==> src/rtl/cursor_pkg.sv <==
package cursor_pkg;
    localparam logic [1:0] REG_CFG  = 2'd0;
    localparam logic [1:0] REG_COLA = 2'd1;
    localparam logic [1:0] REG_COLB = 2'd2;
    localparam logic [1:0] REG_POS  = 2'd3;

    typedef enum logic [1:0] {
        PIX_COLA   = 2'd0,
        PIX_COLB   = 2'd1,
        PIX_CLEAR  = 2'd2,
        PIX_INVERT = 2'd3
    } pix_code_e;

    typedef enum logic [1:0] {
        PANEL_MONO  = 2'd0,
        PANEL_CSTN  = 2'd1,
        PANEL_FULL  = 2'd2,
        PANEL_FULL2 = 2'd3
    } panel_mode_e;
endpackage

==> src/rtl/cursor_regs.sv <==
module cursor_regs
    import cursor_pkg::*;
#(
    parameter int DATA_W  = 32,
    parameter int COORD_W = 12,
    parameter int CH_W    = 8,
    parameter int IMG_W   = 2,
    parameter int Y_LSB   = 16
) (
    input  logic                 clk,
    input  logic                 rst_n,
    input  logic                 wr_en,
    input  logic [1:0]           addr,
    input  logic [DATA_W-1:0]    wdata,
    output logic [DATA_W-1:0]    rdata,
    input  logic                 frame_sync,
    output logic                 size_big,
    output logic                 sync_mode,
    output logic [3*CH_W-1:0]    col_a,
    output logic [3*CH_W-1:0]    col_b,
    output logic [COORD_W-1:0]   act_x,
    output logic [COORD_W-1:0]   act_y,
    output logic [IMG_W-1:0]     act_img
);
    localparam int COL_W = 3 * CH_W;

    typedef struct packed {
        logic [IMG_W-1:0]   img;
        logic [COORD_W-1:0] y;
        logic [COORD_W-1:0] x;
    } pos_t;

    typedef struct packed {
        logic             size;
        logic             sync;
        logic [COL_W-1:0] cola;
        logic [COL_W-1:0] colb;
        pos_t             shadow;
        pos_t             active;
        logic             pend;
    } state_t;

    state_t st_d, st_q;
    pos_t   wr_pos;
    logic   pos_wr;
    logic   unused_wbits;

    assign unused_wbits = ^wdata;

    always_comb begin
        wr_pos.x   = wdata[COORD_W-1:0];
        wr_pos.y   = wdata[Y_LSB +: COORD_W];
        wr_pos.img = wdata[DATA_W-1 -: IMG_W];
        pos_wr     = wr_en && (addr == REG_POS);
        st_d       = st_q;
        if (wr_en) begin
            case (addr)
                REG_CFG: begin
                    st_d.size = wdata[0];
                    st_d.sync = wdata[1];
                end
                REG_COLA: st_d.cola   = wdata[COL_W-1:0];
                REG_COLB: st_d.colb   = wdata[COL_W-1:0];
                default:  st_d.shadow = wr_pos;
            endcase
        end
        if (pos_wr && !st_q.sync) begin
            st_d.active = wr_pos;
            st_d.pend   = 1'b0;
        end else if (pos_wr) begin
            st_d.pend   = 1'b1;
        end else if (frame_sync && st_q.pend) begin
            st_d.active = st_q.shadow;
            st_d.pend   = 1'b0;
        end
    end

    always_ff @(posedge clk or negedge rst_n) begin
        if (!rst_n) st_q <= '0;
        else        st_q <= st_d;
    end

    always_comb begin
        rdata = '0;
        case (addr)
            REG_CFG: begin
                rdata[0] = st_q.size;
                rdata[1] = st_q.sync;
            end
            REG_COLA: rdata[COL_W-1:0] = st_q.cola;
            REG_COLB: rdata[COL_W-1:0] = st_q.colb;
            default: begin
                rdata[COORD_W-1:0]        = st_q.shadow.x;
                rdata[Y_LSB +: COORD_W]   = st_q.shadow.y;
                rdata[DATA_W-1 -: IMG_W]  = st_q.shadow.img;
            end
        endcase
    end

    assign size_big  = st_q.size;
    assign sync_mode = st_q.sync;
    assign col_a     = st_q.cola;
    assign col_b     = st_q.colb;
    assign act_x     = st_q.active.x;
    assign act_y     = st_q.active.y;
    assign act_img   = st_q.size ? '0 : st_q.active.img;
endmodule

==> src/rtl/cursor_pix.sv <==
module cursor_pix
    import cursor_pkg::*;
#(
    parameter int CH_W = 8,
    parameter int KEEP = 4
) (
    input  logic              clk,
    input  logic              rst_n,
    input  logic              pix_valid,
    input  logic [1:0]        pix_code,
    input  logic [1:0]        panel_mode,
    input  logic [3*CH_W-1:0] col_a,
    input  logic [3*CH_W-1:0] col_b,
    output logic [3*CH_W-1:0] rgb,
    output logic              color_valid,
    output logic              transparent,
    output logic              invert
);
    localparam int COL_W = 3 * CH_W;
    localparam logic [CH_W-1:0] TOP_NIB = {{KEEP{1'b1}}, {(CH_W-KEEP){1'b0}}};

    typedef struct packed {
        logic [COL_W-1:0] rgb;
        logic             cval;
        logic             clr;
        logic             inv;
    } out_t;

    out_t o_d, o_q;
    logic [COL_W-1:0] mono_mask, cstn_mask, mask, picked;

    for (genvar c = 0; c < 3; c++) begin : g_mask
        assign mono_mask[c*CH_W +: CH_W] = (c == 0) ? TOP_NIB : '0;
        assign cstn_mask[c*CH_W +: CH_W] = TOP_NIB;
    end

    always_comb begin
        case (panel_mode_e'(panel_mode))
            PANEL_MONO: mask = mono_mask;
            PANEL_CSTN: mask = cstn_mask;
            default:    mask = '1;
        endcase
        picked = (pix_code == PIX_COLB) ? col_b : col_a;
        o_d    = '0;
        if (pix_valid) begin
            case (pix_code_e'(pix_code))
                PIX_COLA, PIX_COLB: begin
                    o_d.rgb  = picked & mask;
                    o_d.cval = 1'b1;
                end
                PIX_CLEAR: o_d.clr = 1'b1;
                default:   o_d.inv = 1'b1;
            endcase
        end
    end

    always_ff @(posedge clk or negedge rst_n) begin
        if (!rst_n) o_q <= '0;
        else        o_q <= o_d;
    end

    assign rgb         = o_q.rgb;
    assign color_valid = o_q.cval;
    assign transparent = o_q.clr;
    assign invert      = o_q.inv;
endmodule

==> src/rtl/cursor_color_unit.sv <==
module cursor_color_unit #(
    parameter int DATA_W  = 32,
    parameter int COORD_W = 12,
    parameter int CH_W    = 8,
    parameter int IMG_W   = 2
) (
    input  logic                clk,
    input  logic                rst_n,
    input  logic                reg_wr,
    input  logic [1:0]          reg_addr,
    input  logic [DATA_W-1:0]   reg_wdata,
    output logic [DATA_W-1:0]   reg_rdata,
    input  logic                frame_sync,
    input  logic                pix_valid,
    input  logic [1:0]          pix_code,
    input  logic [1:0]          panel_mode,
    output logic [COORD_W-1:0]  cur_x,
    output logic [COORD_W-1:0]  cur_y,
    output logic [IMG_W-1:0]    cur_img,
    output logic [3*CH_W-1:0]   out_rgb,
    output logic                out_color_valid,
    output logic                out_transparent,
    output logic                out_invert
);
    logic              size_big_w, sync_mode_w;
    logic [3*CH_W-1:0] col_a_w, col_b_w;

    cursor_regs #(
        .DATA_W(DATA_W), .COORD_W(COORD_W), .CH_W(CH_W), .IMG_W(IMG_W), .Y_LSB(16)
    ) u_regs (
        .clk(clk), .rst_n(rst_n), .wr_en(reg_wr), .addr(reg_addr),
        .wdata(reg_wdata), .rdata(reg_rdata), .frame_sync(frame_sync),
        .size_big(size_big_w), .sync_mode(sync_mode_w),
        .col_a(col_a_w), .col_b(col_b_w),
        .act_x(cur_x), .act_y(cur_y), .act_img(cur_img)
    );

    cursor_pix #(.CH_W(CH_W), .KEEP(4)) u_pix (
        .clk(clk), .rst_n(rst_n), .pix_valid(pix_valid), .pix_code(pix_code),
        .panel_mode(panel_mode), .col_a(col_a_w), .col_b(col_b_w),
        .rgb(out_rgb), .color_valid(out_color_valid),
        .transparent(out_transparent), .invert(out_invert)
    );
endmodule

==> config.mk <==
export PLATFORM = sky130hd
export DESIGN_NAME = cursor_color_unit
export DESIGN_NICKNAME = d
export VERILOG_FILES = /design/src/rtl/cursor_pkg.sv /design/src/rtl/cursor_regs.sv /design/src/rtl/cursor_pix.sv /design/src/rtl/cursor_color_unit.sv
export SDC_FILE = /design/constraint.sdc
export NUM_CORES = 1
export LEC_CHECK = 0
export ABC_AREA = 1
export ABC_CLOCK_PERIOD_IN_PS = 2600
export BUFFER_PORTS_ARGS = -buffer_cell sky130_fd_sc_hd__buf_2
export CAP_MARGIN = 20
export CORE_MARGIN = 3
export CORE_UTILIZATION = 45
export DETAILED_ROUTE_END_ITERATION = 16
export PLACE_DENSITY = 0.68
export SLEW_MARGIN = 15
export SYNTH_ARGS = -nofsm -noshare
export SYNTH_HDL_FRONTEND = slang
export SYNTH_SLANG_ARGS = --single-unit
==> constraint.sdc <==
create_clock -name clk -period 2.6 [get_ports clk]
set_input_delay 0.13 -clock clk [delete_from_list [all_inputs] [get_ports clk]]
set_output_delay 0.13 -clock clk [all_outputs]
set_load 0.005 [all_outputs]
**After elaboration in Yosys (flattened, before gate mapping)**

Cells that the tools add are included.

- Bits in read-only memories: 0
- Memory bits (writable): 0
- Input port bits: 43
- Memories: 0
- Output and inout port bits: 85
- Logic and storage cells: 58
- Register bits after elaboration: 130
- Bits in latches: 0

- Add/subtract/negate cells: 0
- Multipliers: 0
- Order comparisons: 0
- Bitwise operators: 2
- Divide/modulo/power cells: 0
- Muxes and demuxes: 17
- Equal/unequal tests: 7
- Reductions and logical operators: 17
- Shift operators: 0

Operators by type and width:

| kind | count |
|---|---|
| two-way mux 27 bit | 3 |
| one-hot mux 24 bit (2 select lines) | 1 |
| one-hot mux 10 bit (3 select lines) | 1 |
| two-way mux 26 bit | 1 |
| two-way mux 25 bit | 1 |
| AND 24 bit | 1 |
| two-way mux 24 bit | 1 |
| one-hot mux 8 bit (3 select lines) | 1 |
| AND reduction 2 bit | 5 |
| one-hot mux 4 bit (2 select lines) | 1 |
| == test 2 x 1 -> 1 bit, second input constant | 3 |
| == test 2 bit, second input constant | 3 |
| logical NOT 2 bit | 3 |
| one-hot mux 2 bit (3 select lines) | 1 |
| OR reduction 3 bit | 2 |
| two-way mux 2 bit | 2 |
| two-way mux 4 bit | 1 |
| logical AND 1 bit | 3 |
| two-way mux 1 bit | 3 |
| nonzero test 3 bit | 1 |
| != test 2 bit, second input constant | 1 |
| nonzero test 2 bit | 1 |
| OR reduction 2 bit | 1 |
| logical NOT 1 bit | 1 |
| NOT 1 bit | 1 |

**Depth between registers and ports, before layout**

Gate-level depths: netlist of run 1.

- Depth after elaboration: 5
- Depth in mapped cells: 8
- Gate-level depth less buffers: 7

**Modules after synthesis**

A second synthesis of run 1 with hierarchy kept.

- Cell total of the unflattened synthesis: 843
- Area total of the unflattened synthesis: 6703.9 um^2

Modules (own cells, without submodules):

| module | area each (um^2) | instances | cells each | seq. area each (um^2) |
|---|---|---|---|---|
| cursor_regs | 5461.5 | 1 | 687 | 2577.5 |
| cursor_pix | 1242.4 | 1 | 156 | 675.6 |

**Worst setup path after synthesis of run 1**

No wires, ideal clock.

- Path type: input-to-output
- From: input reg_addr[0]
- To: output reg_rdata[17]
- Buffers on the path: 2
- Data required time: 2.470 ns
- Data arrival time: 0.986 ns
- Cell stages on the path: 6
- Path slack: 1.484 ns
- Path through: inv_1 -> ha_1 -> buf_2 -> clkbuf_1 -> a21oi_1 -> a21oi_1

- Cells in the longest elaborated chain, start to end: 2
- Elaborated cells between the ends (all ways): 4
- Classes of those cells: eq/ne: 2; mux: 1; reduce/logical: 1

Ends and longest elaborated chain:

| what | RTL line | RTL |
|---|---|---|
| start, declared | cursor_color_unit.sv:10 | `input logic [1:0] reg_addr,` |
| == test 2 bit, or another cell as far along | cursor_regs.sv:85 | `case (addr)` |
| one-hot mux 8 bit (3 select lines) (*) | cursor_regs.sv:85 |  |
| end, declared | cursor_color_unit.sv:12 | `output logic [DATA_W-1:0] reg_rdata,` |

Every way passes the cells marked *; elsewhere a longest branch is shown, timed or not.

**Final worst setup path of run 1**

- From: input reg_addr[1]
- To: output reg_rdata[21]

The elaborated chain is that of the path after synthesis.

==> metrics.md, run 1 <==
| Metric | Value |
|---|---|
| CP Capture Type | `output pin` |
| Die width | `124 um` |
| Synthesized area | `6220 um^2` |
| Drt wl/cell | `15.4 um` |
| FMAX | `0.568 GHz` |
| DRC Markers | `0` |
| Starting DRT DRC Count | `453` |
| # fillers | `1325` |
| Top Usage Layer GRT | `met2` |
| # rows | `42` |
| Nets | `922` |
| Data arrival, critical path | `1.63 ns` |
| Initial antenna violation count | `1` |
| Met2 usage | `35.0%` |
| Number of gates resized after cts | `0` |
| Setup Fix Bufs, Post-CTS | `0` |
| Final GP Congestion | `0.806` |
| Internal power | `0.00415 W` |
| Worst Tran Pin Value | `0.807 ns` |
| Synthesis Warnings | `0` |
| Static leakage | `4.12 nW` |
| Die area | `15300 um^2` |
| Synthesis-to-finish area growth | `19.0%` |
| Fin area | `7400 um^2` |
| Synth cell types | `22` |
| Post-DP Area | `6710 um^2` |
| Congestion Overflow GR | `0` |
| Fin crit share | `67.7%` |
| Vias in the first global route | `5000` |
| Startpoint types | `input port` |
| Core Area | `13400 um^2` |
| Clk pwr share | `38.6%` |
| Longest Clk Path Bufs | `2` |
| Detailed Place HPWL | `10800 um` |
| Share of layout cells above drive strength 1 | `19.4%` |
| First drt pass iteration count | `5` |
| Post-synthesis average cell area | `7.99 um^2` |
| Crit-path max FO | `13` |
| Clock input transition at the sequential cells of the worst setup and hold paths | `0.05 ns` |
| P_sw | `0.00163 W` |
| Via-per-instance ratio | `5.11` |
| Final setup viols | `0` |
| Htree depth | `4` |
| Cells after Synth | `778` |
| Via count | `5432` |
| Total wire length | `16400 um` |
| Cell area power density | `782 nW/um^2` |
| Seq. cell area | `3250 um^2` |
| CTS Buf Count | `17` |
| # Max-Cap Violations | `0` |
| Crit path time final | `1.76 ns` |
| RSZ-0062 raised after global routing | `no` |
| Total Neg Setup Slack | `0 ns` |
| Peak VDD IR | `0.000458 V` |
| Port bufs | `123` |
| First-pass GRT wire length | `25600 um` |
| Register bit count reported by yosys | `130` |
| Hold buffer count at cts | `14` |
| Met3 global-route usage | `6.54%` |
| GR Util All Layers | `22.1%` |
| Hold Crit Class | `input port to flop` |
| Final Hold Fails | `0` |
| Kind of critical path | `input port to output pin` |
| Comb pwr share | `16.9%` |
| Seq/Total Area, Yosys | `52.3%` |
| Global Route met1 Usage | `28.8%` |
| Largest net degree at the start of global routing | `53` |
| Required @ worst endpoint | `2.47 ns` |
| Status | `completed` |
| Skew final | `0.00970 ns` |
| Sw Ratio | `28.2%` |
| Clock root buffer | `clkbuf_16` |
| Initial Util | `46.4%` |
| TritonCTS Sinks | `130` |
| Worst-Skew Late Latency | `0.43 ns` |
| Reg power frac | `44.4%` |
| Die Span Y | `124 um` |
| Max-slew violations | `0` |
| Multi-input logic area | `2330 um^2` |
| Final ANT Viol Nets | `0` |
| Worst rel slew slack | `46.0%` |
| CTS tree | `done` |
| Top-level port count | `128` |
-- kinds of logic (layout without fill, tap and decap cells) --
logic type / after synthesis / in the layout / synth area share (%)
flops: 130 / 130 / 52.3
simple gates: 403 / 403 / 27.0
fa+ha+maj: 5 / 5 / 1.01
other cells: 1 / 3 / 0.0603
buf+inv: 124 / 230 / 10.4
compound gates: 115 / 115 / 9.26
-- worst max-delay path, cell delays in order --
cell	delay (ns)
buf_2	0.13
inv_1	0.08
ha_1	0.51
buf_4	0.32
nand2_1	0.07
a21oi_1	0.23
buf_2	0.16
-- cell usage in the layout (no fill, tap or decap), types with 2 or more instances in the layout --
| master | n |
|---|---|
| buf_2 | 122 |
| nand2_1 | 270 |
| conb_1 | 2 |
| nor3_1 | 13 |
| dlygate4sd3_1 | 14 |
| o21ai_0 | 75 |
| nor2_1 | 53 |
| nand4_1 | 26 |
| clkbuf_8 | 4 |
| inv_1 | 49 |
| ha_1 | 4 |
| buf_4 | 13 |
| clkbuf_16 | 17 |
| a21oi_1 | 40 |
| clkbuf_1 | 3 |
| dfrtp_1 | 130 |
| nand3_1 | 34 |
| clkinv_2 | 5 |
| nand2_2 | 3 |
-- flip-flops by register name, summed over array words and instances, names as in the netlist --
name and count:
u_pix.rgb 24, u_regs.act_y 12, u_regs.sync_mode 1, u_pix.transparent 1, u_regs.col_a 24, u_regs.col_b 24
u_pix.color_valid 1, u_regs.st_q 29, u_regs.act_x 12, u_regs.size_big 1, u_pix.invert 1
-- Yosys cell counts, drive strengths merged --
cell    number  area (um^2)
buf         63          415
a21oi       40          200
ha           5         62.6
nand2      274         1040
clkbuf      11         41.3
nor3        13         65.1
inv         50          188
o21ai       75          375
conb         1         3.75
nand3       36          198
nand4       26          163
nor2        54          210
dfrtp      130         3250
-- cell type report --
class | instances | share of cell area, %
Clock buffer | 24 | 6.65
Clock inverter | 6 | 0.744
Antenna cell | 1 | 0.0338
Inverter | 50 | 2.54
Tap cell | 176 | 2.98
Multi-Input combinational cell | 525 | 31.5
Sequential cell | 130 | 44.0
Timing Repair Buffer | 150 | 11.6
-- per-stage QoR --
step                      cells  util [%]  setup slack [ns]  power, W  hold WS (ns)
after floorplan             779         -              1.48   0.00327        -0.166
after global placement     1017      50.1             0.686   0.00355         0.113
after detailed placement   1017      50.1             0.642   0.00357         0.110
after CTS                  1061      55.2             0.861   0.00583      0.000392
after global routing       1061      55.2             0.727   0.00610        0.0199
final                      1062      55.2             0.839   0.00579       0.00765
-- worst paths after layout --
check                            startpoint                end  cells past startpoint  slack, ns
min reg2reg                 u_regs.act_x[4]    u_regs.act_x[4]                      2       0.50
min                           reg_wdata[19]    u_regs.st_q[42]                      3      0.008
max reg2reg                u_regs.sync_mode    u_regs.act_y[2]                      7       1.02
max in group asynchronous             rst_n    u_regs.st_q[44]                      3       1.60
max                             reg_addr[1]      reg_rdata[21]                      7       0.84
min in group asynchronous             rst_n  u_pix.transparent                      2       0.22
-- power by group through the flow --
| stage | logic (W) | clock network [W] | registers [W] |
|---|---|---|---|
| after CTS | 0.000995 | 0.00227 | 0.00257 |
| final | 0.000980 | 0.00224 | 0.00257 |
| after detailed placement | 0.000974 | 0 | 0.00260 |
| after global placement | 0.000950 | 0 | 0.00260 |
| after floorplan | 0.000727 | 0 | 0.00255 |
| after global routing | 0.00113 | 0.00236 | 0.00261 |
-- per-layer routing --
| metal | share of wire, % | wire length [um] |
|---|---|---|
| met4 | 1.6 | 265 |
| met5 | 0.079 | 13 |
| met3 | 6.6 | 1080 |
| met1 | 44 | 7130 |
| met2 | 48 | 7890 |
No activity file was read; power rests on OpenSTA's default activity.
==> run 2: changes to the inputs <==
--- a/config.mk
+++ b/config.mk
@@ -6,13 +6,13 @@
 export NUM_CORES = 1
 export LEC_CHECK = 0
 export ABC_AREA = 1
-export ABC_CLOCK_PERIOD_IN_PS = 2600
+export ABC_CLOCK_PERIOD_IN_PS = 1600
 export BUFFER_PORTS_ARGS = -buffer_cell sky130_fd_sc_hd__buf_2
 export CAP_MARGIN = 20
 export CORE_MARGIN = 3
 export CORE_UTILIZATION = 45
 export DETAILED_ROUTE_END_ITERATION = 16
-export PLACE_DENSITY = 0.68
+export PLACE_DENSITY = 0.7
 export SLEW_MARGIN = 15
 export SYNTH_ARGS = -nofsm -noshare
 export SYNTH_HDL_FRONTEND = slang
==> constraint.sdc (replaced) <==
create_clock -name clk -period 1.6 [get_ports clk]
set_input_delay 0.08 -clock clk [delete_from_list [all_inputs] [get_ports clk]]
set_output_delay 0.08 -clock clk [all_outputs]
set_load 0.005 [all_outputs]
==> run 2 against run 1 <==
Against the previous run:
- hold slack got worse by 0.0043 ns
- global-route usage shrank 0.25 points
- sequential share of layout area is 2.3 points lower
- clock power up 51%
- register-to-register slack worse by 0.70 ns
- sequential power grew 63%
- flip-flop and latch count did not move
- utilization rose by 3.0 points
- cell area rose by 5.5%
==> metrics.md, run 2 (synthesis results as in run 1) <==
| Metric | Value |
|---|---|
| Cells after DPL | `1034` |
| Detailed Place HPWL | `11100 um` |
| Die width | `124 um` |
| Via count | `5593` |
| Cell chain of the critical path | `buf_2, ha_2, buf_4, buf_4, a21oi_1, a21oi_1, buf_2` |
| Clock input transition at the sequential cells of the worst setup and hold paths | `0.05 ns` |
| Final Hold Fails | `0` |
| Worst path buffer plus inverter count | `4` |
| Setup Fix Bufs, Post-CTS | `0` |
| Final GP Congestion | `0.775` |
| Port bufs | `123` |
| # rows | `42` |
| Top reg by flops | `u_regs.st_q` |
| CP Capture Type | `output pin` |
| Top delay family on crit path | `buffers and inverters` |
| Max incr delay on CP | `0.26 ns` |
| Setup ws final | `0.220 ns` |
| Peak VDD IR | `0.000816 V` |
| Die area | `15300 um^2` |
| Max-slew violations | `0` |
| RSZ-0062 raised after global routing | `no` |
| Congestion Overflow GR | `0` |
| Hold Path Stages | `3` |
| Largest net degree at the start of global routing | `49` |
| Final Non-Filler Cells | `1099` |
| Vias in the first global route | `5174` |
| Required @ worst endpoint | `1.52 ns` |
| Antenna diodes | `0` |
| Htree depth | `4` |
| Critical path depth in cells | `7` |
| Largest register FFs | `29` |
| Drt wl/cell | `14.9 um` |
| Crit path time final | `1.38 ns` |
| First drt pass iteration count | `5` |
| Commonest non-fill, non-tap cell in the layout | `nand2_1` |
| First-pass GRT wire length | `25500 um` |
| Starting DRT DRC Count | `504` |
| Slowest CP cell | `ha_2` |
| Cell area power density | `1190 nW/um^2` |
| Hold Crit Class | `input port to flop` |
| FMAX | `0.725 GHz` |
| Final setup viols | `0` |
| Top-level port count | `128` |
| Startpoint types | `input port` |
| Place WS | `0.199 ns` |
| TritonCTS Sinks | `130` |
| Longest Clk Path Bufs | `2` |
| Static leakage | `4.30 nW` |
| Data arrival, critical path | `1.30 ns` |
| Initial Util | `46.4%` |
| # Max-Cap Violations | `0` |
| Crit-path max FO | `12` |
| Synthesis-to-finish area growth | `25.5%` |
| R2R depth | `7` |
| Initial antenna violation count | `0` |
| Fin crit share | `86.3%` |
| DRC Markers | `0` |
| Worst-Skew Late Latency | `0.42 ns` |
| CTS Buf Count | `17` |
| Status | `completed` |
| Clock root buffer | `clkbuf_16` |
| Share of layout cells above drive strength 1 | `20.6%` |
| # fillers | `1224` |
| CTS tree | `done` |
| Hold buffer count at cts | `34` |
| Total Neg Setup Slack | `0 ns` |
| Internal reg-to-reg setup slack | `0.32 ns` |
| Die Span Y | `124 um` |
| Core Area | `13400 um^2` |
| Skew final | `0.0147 ns` |
| Kind of critical path | `input port to output pin` |
| GR Util All Layers | `21.8%` |
| Number of gates resized after cts | `0` |
| Via-per-instance ratio | `5.09` |
| Total wire length | `16400 um` |
| Final ANT Viol Nets | `0` |
| Most frequent cells in the layout | `270 x nand2_1, 130 x dfrtp_1, 122 x buf_2` |
| Nets | `959` |
[run 2: changes by cell type in the layout (fill, tap and decap cells not counted), sizes merged]
cell / before / now
dlygate4sd3: 14 / 34
buf: 136 / 153
clkinvlp: 0 / 4
clkbuf: 24 / 21
bufinv: 1 / 0
clkinv: 5 / 6
diode: 1 / 0
[run 2: layout make-up]
class | count | area [um^2] | share of cell area [%]
inverters | 50 | 188 | 2.41
clock buffers | 21 | 450 | 5.77
repair buffers | 187 | 1300 | 16.7
multi-input cells | 525 | 2330 | 29.8
well taps | 176 | 220 | 2.82
flip-flops and latches | 130 | 3250 | 41.7
clock inverters | 10 | 63.8 | 0.818
[run 2: stage by stage]
step | instance area (um^2) | hold WS (ns) | util (%) | total power (W)
5_1_grt | 7800 | 0.00939 | 58.2 | 0.00978
3_5_place_dp | 6950 | 0.0478 | 51.8 | 0.00587
2_1_floorplan | 6220 | -0.216 | - | 0.00532
6_report | 7800 | 0.00338 | 58.2 | 0.00925
4_1_cts | 7800 | 0.000708 | 58.2 | 0.00935
3_3_place_gp | 6950 | 0.0432 | 51.8 | 0.00582
[run 2: worst min-delay path: stages]
cell     delay, ns
buf_2         0.11
inv_1         0.09
o21ai_0       0.09
[run 2: path summary, 6_finish.rpt]
check,start,endpoint
setup / recovery,reg_addr[0],reg_rdata[8]
min in group asynchronous,rst_n,u_pix.transparent
hold / removal,reg_wdata[18],u_regs.col_a[18]
setup reg to reg,u_regs.sync_mode,u_regs.act_y[2]
max in group asynchronous,rst_n,u_pix.rgb[12]
hold reg to reg,u_regs.act_x[4],u_regs.act_x[4]
[run 2: layer usage]
metal  GRT usage, %  part of all wire, %
met3           5.26                  5.6
met4           7.89                  1.7
met5              0                    0
met2           35.6                   49
met1           28.3                   44
[run 2: where the power goes]
part / switching, W / leakage (nW) / internal, W
Sequential: 0.000356 / 1.66 / 0.00382
Clock: 0.00139 / 0.244 / 0.00199
Combinational: 0.000947 / 2.39 / 0.000747
Total: 0.00269 / 4.30 / 0.00656
==> run 3: changes to the inputs <==
--- a/config.mk
+++ b/config.mk
@@ -13,6 +13,7 @@
 export CORE_UTILIZATION = 45
 export DETAILED_ROUTE_END_ITERATION = 16
 export PLACE_DENSITY = 0.7
+export RECOVER_POWER = 25
 export SLEW_MARGIN = 15
 export SYNTH_ARGS = -nofsm -noshare
 export SYNTH_HDL_FRONTEND = slang
==> run 3 against run 2 <==
Against the previous run:
- routed wire length barely moved
- highest routed layer unchanged
- sequential power barely moved
- global-route usage is the same
- clock skew fell by 0.0038 ns
- flip-flop and latch count stayed put
- die area unchanged
==> metrics.md, run 3 (synthesis results as in run 1) <==
| Metric | Value |
|---|---|
| Final GP Congestion | `0.775` |
| Synthesis-to-finish area growth | `25.1%` |
| Final setup viols | `0` |
| Fin crit share | `85.9%` |
| Largest net degree at the start of global routing | `49` |
| Number of gates resized after cts | `0` |
| Total wire length | `16400 um` |
| First-pass GRT wire length | `25500 um` |
| # rows | `42` |
| Final ANT Viol Nets | `0` |
| Top reg by flops | `u_regs.st_q` |
| Crit-path max FO | `4` |
| Top-level port count | `128` |
| Internal power | `0.00655 W` |
| Initial antenna violation count | `0` |
| Vias in the first global route | `5174` |
| Clock input transition at the sequential cells of the worst setup and hold paths | `0.05 ns` |
| Via-per-instance ratio | `5.06` |
| Total Neg Setup Slack | `0 ns` |
| Reg power frac | `45.2%` |
| Worst-Skew Late Latency | `0.42 ns` |
| Congestion Overflow GR | `0` |
| Data arrival, critical path | `1.29 ns` |
| Final core occ | `58.0%` |
| Worst rel slew slack | `50.2%` |
| DRC Markers | `0` |
| Nets | `959` |
| Core Area | `13400 um^2` |
| Peak VDD IR | `0.000817 V` |
| First drt pass iteration count | `5` |
| RSZ-0062 raised after global routing | `no` |
| Top Usage Layer GRT | `met2` |
| Required @ worst endpoint | `1.52 ns` |
| Met2 usage | `35.6%` |
| Detailed Place HPWL | `11100 um` |
| Largest register FFs | `29` |
| Max-slew violations | `0` |
| Clk pwr share | `36.6%` |
| CTS Buf Count | `17` |
| Cell area power density | `1190 nW/um^2` |
| Starting DRT DRC Count | `514` |
| Kind of critical path | `flop to output pin` |
| Longest Clk Path Bufs | `2` |
| Antenna diodes | `0` |
| Final Hold Fails | `0` |
| CTS tree | `done` |
| P_sw | `0.00269 W` |
| Met3 global-route usage | `5.26%` |
| Static leakage | `4.29 nW` |
| Startpoint types | `flop` |
| Skew final | `0.0109 ns` |
| Die area | `15300 um^2` |
| GR Util All Layers | `21.8%` |
| Clock root buffer | `clkbuf_16` |
| Die Span Y | `124 um` |
| Comb pwr share | `18.2%` |
| Crit path time final | `1.37 ns` |
| Commonest non-fill, non-tap cell in the layout | `nand2_1` |
| Sw Ratio | `29.1%` |
| FMAX | `0.727 GHz` |
| Hold Crit Class | `input port to flop` |
| Initial Util | `46.4%` |
| Via count | `5561` |
| Drt wl/cell | `14.9 um` |
| Worst Tran Pin Value | `0.747 ns` |
| Status | `completed` |
| CP Capture Type | `output pin` |
| Die width | `124 um` |
| Global Route met1 Usage | `28.3%` |
| TritonCTS Sinks | `130` |
| Most frequent cells in the layout | `271 x nand2_1, 130 x dfrtp_1, 123 x buf_2` |
| Share of layout cells above drive strength 1 | `20.3%` |
| Htree depth | `4` |
| Port bufs | `123` |
| # Max-Cap Violations | `0` |
-- run 3: layer usage --
metal	part of all wire [%]	vias up
li1	-	2722
met1	44	2638
met2	49	175
met3	5.6	26
met4	1.9	0
met5	0	-
-- run 3: layout make-up --
class                      instances  area (um^2)
clock buffer                      21          450
timing repair buffer             187         1280
fill                            1231         5620
multi-input combinational        525         2320
tap                              176          220
clock inverter                    10         63.8
inverter                          50          188
sequential                       130         3250
-- run 3: per-stage QoR --
step	hold slack, ns	setup slack [ns]	instances	total power, W	cell area [um^2]
after floorplan	-0.216	0.492	779	0.00532	6220
after global placement	0.0432	0.227	1034	0.00582	6950
after detailed placement	0.0478	0.199	1034	0.00587	6950
after CTS	0.000708	0.211	1099	0.00935	7800
after global routing	0.00939	0.108	1099	0.00978	7780
final	0.00822	0.225	1099	0.00924	7780
-- run 3: worst paths after layout --
path                                  start                 to  slack [ns]  depth (start not counted)
max                         u_regs.size_big       reg_rdata[0]        0.23                          5
min                           reg_wdata[18]   u_regs.col_a[18]       0.008                          3
max reg2reg                u_regs.sync_mode    u_regs.act_y[2]        0.31                          7
min reg2reg                 u_regs.st_q[48]    u_regs.st_q[48]        0.50                          2
max in group asynchronous             rst_n    u_regs.act_x[0]        0.33                          3
min in group asynchronous             rst_n  u_pix.transparent        0.17                          2
-- run 3: worst max-delay path: stages (launching register included) --
cell	delay, ns
dfrtp_1	0.44
nand2_1	0.10
nand3_1	0.07
nand2_1	0.05
nand2_1	0.08
buf_2	0.14
-- run 3: what timing repair did --
item | in CTS | in global routing
hold buffers | 34 | 0
setup buffers | 0 | 0
hold endpoints to repair | 170 | 0
endpoints found under the setup margin | 0 | 0
-- run 3: power by group through the flow --
| stage | logic [W] | clock network, W | registers, W |
|---|---|---|---|
| after global placement | 0.00161 | 0 | 0.00421 |
| after global routing | 0.00193 | 0.00360 | 0.00425 |
| after detailed placement | 0.00165 | 0 | 0.00422 |
| after CTS | 0.00172 | 0.00346 | 0.00417 |
| after floorplan | 0.00118 | 0 | 0.00414 |
| final | 0.00169 | 0.00338 | 0.00418 |
